**src/rtl/xsi_pkg.sv**
```systemverilog
package xsi_pkg;

    localparam int N_ACT  = 3;
    localparam int N_DIAG = 3;
    localparam int N_STAT = N_ACT + N_DIAG;

    localparam int IDX_TX   = 0;
    localparam int IDX_RX   = 1;
    localparam int IDX_COL  = 2;
    localparam int IDX_LINK = 0;
    localparam int IDX_POL  = 1;
    localparam int IDX_JAB  = 2;

    localparam int BLINK_HZ_X2 = 20;

    typedef struct packed {
        logic val;
        logic oe;
    } pin_drv_t;

    typedef struct packed {
        logic link_ok;
        logic reversed;
        logic apc_en;
        logic jabber;
    } tp_diag_t;

    function automatic int half_cycles(input int clk_hz);
        return (clk_hz / BLINK_HZ_X2 < 1) ? 1 : clk_hz / BLINK_HZ_X2;
    endfunction

endpackage

```
**src/rtl/blink_timebase.sv**
```systemverilog
module blink_timebase #(
    parameter int HALF = 10
) (
    input  logic clk,
    input  logic rst,
    output logic low_phase_o
);
    localparam int CW = $clog2(HALF + 1);

    logic [CW-1:0] cnt_q;

    always_ff @(posedge clk) begin
        if (rst) begin
            cnt_q       <= '0;
            low_phase_o <= 1'b0;
        end else if (cnt_q == CW'(HALF - 1)) begin
            cnt_q       <= '0;
            low_phase_o <= ~low_phase_o;
        end else begin
            cnt_q <= cnt_q + 1'b1;
        end
    end
endmodule

```
**src/rtl/activity_lamp.sv**
```systemverilog
module activity_lamp
    import xsi_pkg::*;
#(
    parameter int HOLD = 20
) (
    input  logic     clk,
    input  logic     rst,
    input  logic     trig_i,
    input  logic     low_phase_i,
    input  logic     standby_i,
    output pin_drv_t drv_o
);
    localparam int HW = $clog2(HOLD + 1);

    logic [HW-1:0] hold_q;
    logic          active;

    always_ff @(posedge clk) begin
        if (rst) begin
            hold_q <= '0;
        end else if (trig_i) begin
            hold_q <= HW'(HOLD);
        end else if (hold_q != '0) begin
            hold_q <= hold_q - 1'b1;
        end
    end

    assign active = (hold_q != '0);

    always_comb begin
        drv_o.val = ~(active & low_phase_i);
        drv_o.oe  = ~standby_i;
    end
endmodule

```
**src/rtl/diag_drive.sv**
```systemverilog
module diag_drive
    import xsi_pkg::*;
(
    input  tp_diag_t              diag_i,
    input  logic                  tp_sel_i,
    input  logic                  standby_i,
    output pin_drv_t [N_DIAG-1:0] drv_o
);
    logic en;
    logic pol_fault;

    assign en        = tp_sel_i & ~standby_i;
    assign pol_fault = diag_i.link_ok & diag_i.apc_en & diag_i.reversed;

    always_comb begin
        drv_o[IDX_LINK].val = ~diag_i.link_ok;
        drv_o[IDX_POL].val  = ~pol_fault;
        drv_o[IDX_JAB].val  = diag_i.jabber;
        for (int i = 0; i < N_DIAG; i++) begin
            drv_o[i].oe = en;
        end
    end
endmodule

```
**src/rtl/xcvr_status_ind.sv**
```systemverilog
module xcvr_status_ind
    import xsi_pkg::*;
#(
    parameter int CLK_HZ = 20_000_000
) (
    input  logic              clk,
    input  logic              rst,
    input  logic              tx_act_i,
    input  logic              rx_act_i,
    input  logic              col_act_i,
    input  logic              link_good_i,
    input  logic              pol_rev_i,
    input  logic              apc_en_i,
    input  logic              jabber_i,
    input  logic              tp_sel_i,
    input  logic              standby_i,
    output logic [N_STAT-1:0] status_val_o,
    output logic [N_STAT-1:0] status_oe_o
);
    localparam int HALF = half_cycles(CLK_HZ);
    localparam int HOLD = 2 * HALF;

    logic                  low_phase;
    logic [N_ACT-1:0]      trig;
    tp_diag_t              diag;
    pin_drv_t [N_STAT-1:0] drv;

    blink_timebase #(.HALF(HALF)) u_timebase (
        .clk        (clk),
        .rst        (rst),
        .low_phase_o(low_phase)
    );

    // jabber counts as sustained collision activity
    always_comb begin
        trig[IDX_TX]  = tx_act_i;
        trig[IDX_RX]  = rx_act_i;
        trig[IDX_COL] = col_act_i | jabber_i;
    end

    for (genvar g = 0; g < N_ACT; g++) begin : g_lamp
        activity_lamp #(.HOLD(HOLD)) u_lamp (
            .clk        (clk),
            .rst        (rst),
            .trig_i     (trig[g]),
            .low_phase_i(low_phase),
            .standby_i  (standby_i),
            .drv_o      (drv[g])
        );
    end

    always_comb begin
        diag.link_ok  = link_good_i;
        diag.reversed = pol_rev_i;
        diag.apc_en   = apc_en_i;
        diag.jabber   = jabber_i;
    end

    diag_drive u_diag (
        .diag_i   (diag),
        .tp_sel_i (tp_sel_i),
        .standby_i(standby_i),
        .drv_o    (drv[N_STAT-1:N_ACT])
    );

    for (genvar g = 0; g < N_STAT; g++) begin : g_pins
        assign status_val_o[g] = drv[g].val;
        assign status_oe_o[g]  = drv[g].oe;
    end
endmodule

```
**config.mk**
```make
export PLATFORM = sky130hd
export DESIGN_NAME = xcvr_status_ind
export DESIGN_NICKNAME = d
export VERILOG_FILES = /design/src/rtl/xsi_pkg.sv /design/src/rtl/blink_timebase.sv /design/src/rtl/activity_lamp.sv /design/src/rtl/diag_drive.sv /design/src/rtl/xcvr_status_ind.sv
export SDC_FILE = /design/constraint.sdc
export NUM_CORES = 1
export LEC_CHECK = 0
export ABC_AREA = 0
export BUFFER_PORTS_ARGS = -buffer_cell sky130_fd_sc_hd__clkbuf_2
export CORE_MARGIN = 2
export CORE_UTILIZATION = 30
export CTS_CLUSTER_SIZE = 12
export DETAILED_ROUTE_END_ITERATION = 10
export PLACE_DENSITY_LB_ADDON = 0.12
export RECOVER_POWER = 25
export SLEW_MARGIN = 25
export SYNTH_ARGS = -nofsm -noshare
export SYNTH_HDL_FRONTEND = slang
export SYNTH_HIERARCHICAL = 1
export SYNTH_SLANG_ARGS = --single-unit
```
**constraint.sdc**
```tcl
create_clock -name clk -period 2.8 [get_ports clk]
set_input_delay 0 -clock clk [delete_from_list [all_inputs] [get_ports clk]]
set_output_delay 0 -clock clk [all_outputs]
set_load 0.02 [all_outputs]
```
==> metrics.cfg, run 1 <==
[place]
post-dp-hpwl_um = 6380
detailedPlace.worstSlack_ps = 498
port-buffer-count = 22
gp_congestion = 0.746

[clock_tree]
cts-buffers-inserted = 9
cts_tree = built
htree_num_levels = 3
cts-root-to-sink-buffers = 2
cts_root_buf = sky130_fd_sc_hd__clkbuf_16
cts.sink_count = 84
ctsHoldBuffers = 0
cts_resized = 0
cts.clk_slew.worst_paths_ps = 60
cts_setup_buffers = 0
worst_skew_late_latency_ps = 340

[global_routing]
grt_first_pass_wirelength_um = 16100
pin_count_of_the_biggest_net_entering_global_routing = 23
grt_total_usage = 0.125
globalRouteOverflowTotal = 0
vias_in_the_first_global_route = 3405
grt_antenna_before_repair = 0

[routing]
first_iter_violations = 93
post_drt_via_cell_ratio = 4.89
ant_nets = 0
dr_wl_met3_um = 199
route.top_layer_used = met4
detail_route_met2_wl_um = 4170
total_wire_length_um = 9150
drc_errors_left = 0
detailedRoute.firstPassIterationCount = 6
dr_total_vias = 3425
wire_per_inst_um = 13.1
detail_route.wirelength.met1_um = 4610

[timing]
whs_ps = 18.6
tns_ps = 0
slew_violations = 0
setup_viol = 0
maxSlewHeadroom = 0.429
hold_viol = 0
final_period_minus_worst_setup_slack_ps = 2370
grt_setup_unrepaired = no
timing.final.crit_share = 0.845
timing.fmax_ghz = 0.423
final.setup.worst_slack_ps = 434
fin_worst_skew_ps = 5.05
worst_pin_slew_ps = 857

[setup_path]
crit_path_start_kind = register
slowest_delay_ps = 430
timing.critical_path.cells = inv_1, ha_1, nor4b_1, nand2_1, or2_2, nand2_1, clkbuf_2
required_ps = 2800
critical_path.most_common_cell = sky130_fd_sc_hd__nand2_1
crit_slowest_cell = sky130_fd_sc_hd__or2_2
critical_path.endpoint_type = output pin
cp_max_fo = 11
crit_arrival_ps = 2370
timing_worst_setup_path_type = reg2out

[pwr]
leakage_nw = 1.82
peakVddDrop_v = 0.000335
p_sw_w = 0.000890
finalPower_w = 0.00305
power.share.clock = 0.351
power_frac_comb = 0.206
netSwitchingFraction = 0.292
power.internal_w = 0.00216
power_density_mw_per_mm2 = 627
p_seq_frac = 0.443

[synth]
seq_area_frac_synth = 0.385
async_flop_share = 0
yosys_warnings = 6
synthFlopType = sky130_fd_sc_hd__dfxtp_1
post_synth.cell_area_avg_um2 = 8.79
syn_area_mm2 = 0.00437
synthesis.nets = 515
synthesized_instance_count = 497
post_synth_main_area_contributors = sky130_fd_sc_hd__dfxtp_1 39%, sky130_fd_sc_hd__xor2_1 7.8%, sky130_fd_sc_hd__nor2_1 6.8%
top_cell_type_by_total_area_after_synthesis = sky130_fd_sc_hd__dfxtp_1
synth_top_area_share = 0.385
synth-edff-count = 0
synth-seq-cells = 84
most_repeated_cell_in_the_gate_level_netlist_after_synthesis = sky130_fd_sc_hd__dfxtp_1
synth.top_cells.by_count = 84 x sky130_fd_sc_hd__dfxtp_1, 79 x sky130_fd_sc_hd__nor2_1, 39 x sky130_fd_sc_hd__xor2_1, 23 x sky130_fd_sc_hd__nand2_1
yosysUniqueCellTypes = 47

[die]
starting_density_of_the_core = 0.304
design.portCount = 23
core_area_mm2 = 0.0144
chipWidth_um = 125
die-height_um = 125
row_count = 44
design.die.area_mm2 = 0.0155

[run_status]
result_of_the_run = finished, final reports clean

[final_layout]
antenna-diode-count = 0
finish.net_count = 531
drive_gt1_frac = 0.132
areaGrowthSynthToFinish_pct = 11.5

[flow_run]
drv_cap = 0

[hold_path]
min-delay-path-class = in2reg

-- worst max-delay path: cells and delay by family, from the launching register on --
kind                     cells  cell delay (ps)
AND/OR/NAND/NOR              4             1280
adder cells (fa/ha/maj)      1              150
flip-flops                   1              310
buffers and inverters        2              280
-- routing by layer --
metal  vias up  GRT usage
met5         -          0
met4         0     0.0549
met3        15     0.0215
met2        28      0.203
met1      1593      0.163
li1       1789          -
-- cells by family (layout without fill, tap and decap cells) --
kind of cell / after synthesis / after routing / synth area share
muxes: 2 / 2 / 0.00458
adders and majority gates: 7 / 7 / 0.0201
DFF: 84 / 84 / 0.385
xor gates and xnor gates: 53 / 53 / 0.106
buffers and inverters: 38 / 57 / 0.0415
and+or+nand+nor: 244 / 244 / 0.352
AOI/OAI and AO/OA: 69 / 69 / 0.0905
-- cell type report --
type | instances | area (µm²)
fill | 1478 | 9500
clock buffer | 12 | 246
inverter | 15 | 56.3
tap | 184 | 230
timing repair buffer | 28 | 140
clock inverter | 2 | 12.5
multi-input combinational | 375 | 2500
sequential | 84 | 1680
-- worst paths after layout --
check / start / end / slack (ps) / cells after the start
worst min-delay path: tx_act_i / g_lamp[0].u_lamp/hold_q[15] / 20 / 3
worst min register to register: u_timebase/cnt_q[0] / u_timebase/cnt_q[0] / 460 / 1
worst max-delay path: g_lamp[1].u_lamp/hold_q[0] / status_val_o[1] / 430 / 7
worst max register to register: g_lamp[2].u_lamp/hold_q[0] / g_lamp[2].u_lamp/hold_q[18] / 480 / 7
-- sequential cells by signal (all words and copies together) (netlist names) --
name / flops
u_timebase/cnt_q: 20
u_timebase/low_phase_o: 1
g_lamp.u_lamp/hold_q: 63
-- per-stage QoR --
step	cells	util	instance area, µm²
floorplan	497	-	4370
global placement	686	0.322	4630
finish	700	0.339	4870
CTS	700	0.340	4890
detailed placement	686	0.322	4630
global route	700	0.339	4870
-- power by group through the flow --
stage / registers (W) / logic [W] / clock network, W
2_1_floorplan: 0.00136 / 0.000527 / 0
3_3_place_gp: 0.00138 / 0.000633 / 0
4_1_cts: 0.00135 / 0.000638 / 0.00112
3_5_place_dp: 0.00138 / 0.000632 / 0
5_1_grt: 0.00137 / 0.000708 / 0.00116
6_report: 0.00135 / 0.000627 / 0.00107
-- placed cells by master, fill, tap and decap left out, types with 4 or more instances in the layout --
cell type / instances
sky130_fd_sc_hd__or2_2: 6
sky130_fd_sc_hd__a211oi_1: 6
sky130_fd_sc_hd__or4_1: 10
sky130_fd_sc_hd__xor2_1: 39
sky130_fd_sc_hd__nand3b_1: 6
sky130_fd_sc_hd__or4_4: 7
sky130_fd_sc_hd__inv_1: 15
sky130_fd_sc_hd__nand2b_1: 7
sky130_fd_sc_hd__a21oi_1: 22
sky130_fd_sc_hd__a31oi_1: 6
sky130_fd_sc_hd__nand2_1: 23
sky130_fd_sc_hd__ha_1: 7
sky130_fd_sc_hd__o21ai_0: 23
sky130_fd_sc_hd__clkbuf_1: 12
sky130_fd_sc_hd__nor3_1: 8
sky130_fd_sc_hd__dfxtp_1: 84
sky130_fd_sc_hd__or3_1: 7
sky130_fd_sc_hd__nor2b_4: 4
sky130_fd_sc_hd__nand3_1: 13
sky130_fd_sc_hd__nand4_1: 11
sky130_fd_sc_hd__clkbuf_2: 13
sky130_fd_sc_hd__nor4b_1: 8
sky130_fd_sc_hd__nor3b_1: 4
sky130_fd_sc_hd__nor4_1: 18
sky130_fd_sc_hd__xnor2_1: 14
sky130_fd_sc_hd__buf_4: 5
sky130_fd_sc_hd__clkbuf_16: 9
sky130_fd_sc_hd__o31ai_1: 4
sky130_fd_sc_hd__nor2_1: 79
sky130_fd_sc_hd__and3_1: 6
(Power assumes the default switching activity.)
==> run 2: changes to the inputs <==
==> constraint.sdc (replaced) <==
create_clock -name clk -period 2 [get_ports clk]
set_input_delay 0 -clock clk [delete_from_list [all_inputs] [get_ports clk]]
set_output_delay 0 -clock clk [all_outputs]
set_load 0.02 [all_outputs]
==> metrics.cfg, run 2 (same netlist as run 1, synthesis figures left out) <==
[place]
port-buffer-count = 22
gp_congestion = 0.744
dpl-instance-area_mm2 = 0.00500
post-dp-hpwl_um = 7110
dp.cells = 736

[clock_tree]
cts.clk_slew.worst_paths_ps = 60
htree_num_levels = 3
cts_tree = built
cts-root-to-sink-buffers = 2
cts.sink_count = 84
worst_skew_late_latency_ps = 340
cts-buffers-inserted = 9
cts_root_buf = sky130_fd_sc_hd__clkbuf_16

[routing]
ant_nets = 0
wire_per_inst_um = 13.2
detailedRoute.firstPassIterationCount = 4
first_iter_violations = 131
total_wire_length_um = 10100
dr_total_vias = 3766
drc_errors_left = 0
post_drt_via_cell_ratio = 4.94

[pwr]
power_density_mw_per_mm2 = 860
finalPower_w = 0.00475
leakage_nw = 2.18
peakVddDrop_v = 0.000459

[global_routing]
globalRouteOverflowTotal = 0
vias_in_the_first_global_route = 3654
grt_first_pass_wirelength_um = 17200
grt_antenna_before_repair = 0
pin_count_of_the_biggest_net_entering_global_routing = 19
grt_total_usage = 0.135

[die]
design.die.area_mm2 = 0.0155
chipWidth_um = 125
core_area_mm2 = 0.0144
row_count = 44
starting_density_of_the_core = 0.304
die-height_um = 125
design.portCount = 23

[timing]
timing.final.crit_share = 0.977
grt_setup_unrepaired = yes
whs_ps = 130
final_period_minus_worst_setup_slack_ps = 1950
worst_pin_slew_ps = 421
timing.fmax_ghz = 0.512
setup_viol = 0
slew_violations = 0
hold_viol = 0
fin_worst_skew_ps = 5.15
maxSlewHeadroom = 0.719

[final_layout]
largest_register_ff_count = 63
areaGrowthSynthToFinish_pct = 26.4
postLayoutCellArea_mm2 = 0.00552
regArea_mm2 = 0.00169
top_register = g_lamp.u_lamp/hold_q
final-instance-count-excl-fill = 763
layout_common_cells = 79 x sky130_fd_sc_hd__dfxtp_1, 78 x sky130_fd_sc_hd__nor2_1, 61 x sky130_fd_sc_hd__buf_4
layout.filler_cells = 1486
post-route-util = 0.384
top_regs = g_lamp.u_lamp/hold_q (63), u_timebase/cnt_q (20), u_timebase/low_phase_o (1)
layout_commonest_cell = sky130_fd_sc_hd__dfxtp_1
multiInputGateArea_mm2 = 0.00261
finish.net_count = 593
drive_gt1_frac = 0.266
antenna-diode-count = 0

[setup_path]
required_ps = 2270
crit_path_start_kind = register
critical_path.endpoint_type = register
ff2ff_setup_slack_ps = 50
timing_worst_setup_path_type = reg2reg
crit_arrival_ps = 2230
cp_max_fo = 11

[run_status]
result_of_the_run = finished, final reports clean

[flow_run]
drv_cap = 0

[hold_path]
min-delay-path-class = in2reg

==> run 2: path summary, 6_finish.rpt <==
check                             start                          end  cells after the start
max          g_lamp[1].u_lamp/hold_q[4]  g_lamp[1].u_lamp/hold_q[20]                      5
min reg2reg         u_timebase/cnt_q[0]          u_timebase/cnt_q[0]                      1
min                                 rst  g_lamp[0].u_lamp/hold_q[10]                      2
max reg2reg  g_lamp[1].u_lamp/hold_q[4]  g_lamp[1].u_lamp/hold_q[20]                      5
==> run 2: worst max-delay path: stages, from the launching register on <==
cell and delay (ps):
sky130_fd_sc_hd__dfxtp_1 310, sky130_fd_sc_hd__or4_4 580, sky130_fd_sc_hd__nand3b_4 200, sky130_fd_sc_hd__buf_6 160, sky130_fd_sc_hd__or4_1 480, sky130_fd_sc_hd__a31oi_1 170
==> run 2: timing repair <==
item	4_1_cts	5_1_grt
hold buffers	2	0
endpoints found under the setup margin	3	33
endpoints found under the hold margin	2	0
buffers inserted	9	1
gates cloned	0	0
pin swaps	5	13
gates resized for setup	9	30
==> run 2: through the flow <==
step | setup slack, ps | TNS [ps]
6_report | 45.9 | 0
4_1_cts | 4.19 | 0
5_1_grt | -8.51 | -8.51
3_3_place_gp | 49.8 | 0
3_5_place_dp | 28.4 | 0
2_1_floorplan | 4.11 | 0
==> run 2: routing by layer <==
layer,share of wire,global-route usage,up-vias,wire length (µm)
li1,-,-,1924,-
met1,0.50,0.175,1796,4990
met2,0.46,0.218,34,4670
met3,0.020,0.0245,12,200
met4,0.020,0.0628,0,200
met5,0,0,-,0
==> run 2: area by class of cell <==
cell class | instances | area share
tap | 184 | 0.0417
multi-input combinational | 375 | 0.472
sequential | 84 | 0.306
timing repair buffer | 90 | 0.118
clock buffer | 13 | 0.0454
inverter | 15 | 0.0102
clock inverter | 2 | 0.00635
==> run 2: report_power, final <==
group,switching [W],internal (W)
Clock,0.000656,0.000994
Combinational,0.000589,0.000619
Sequential,0.000105,0.00178
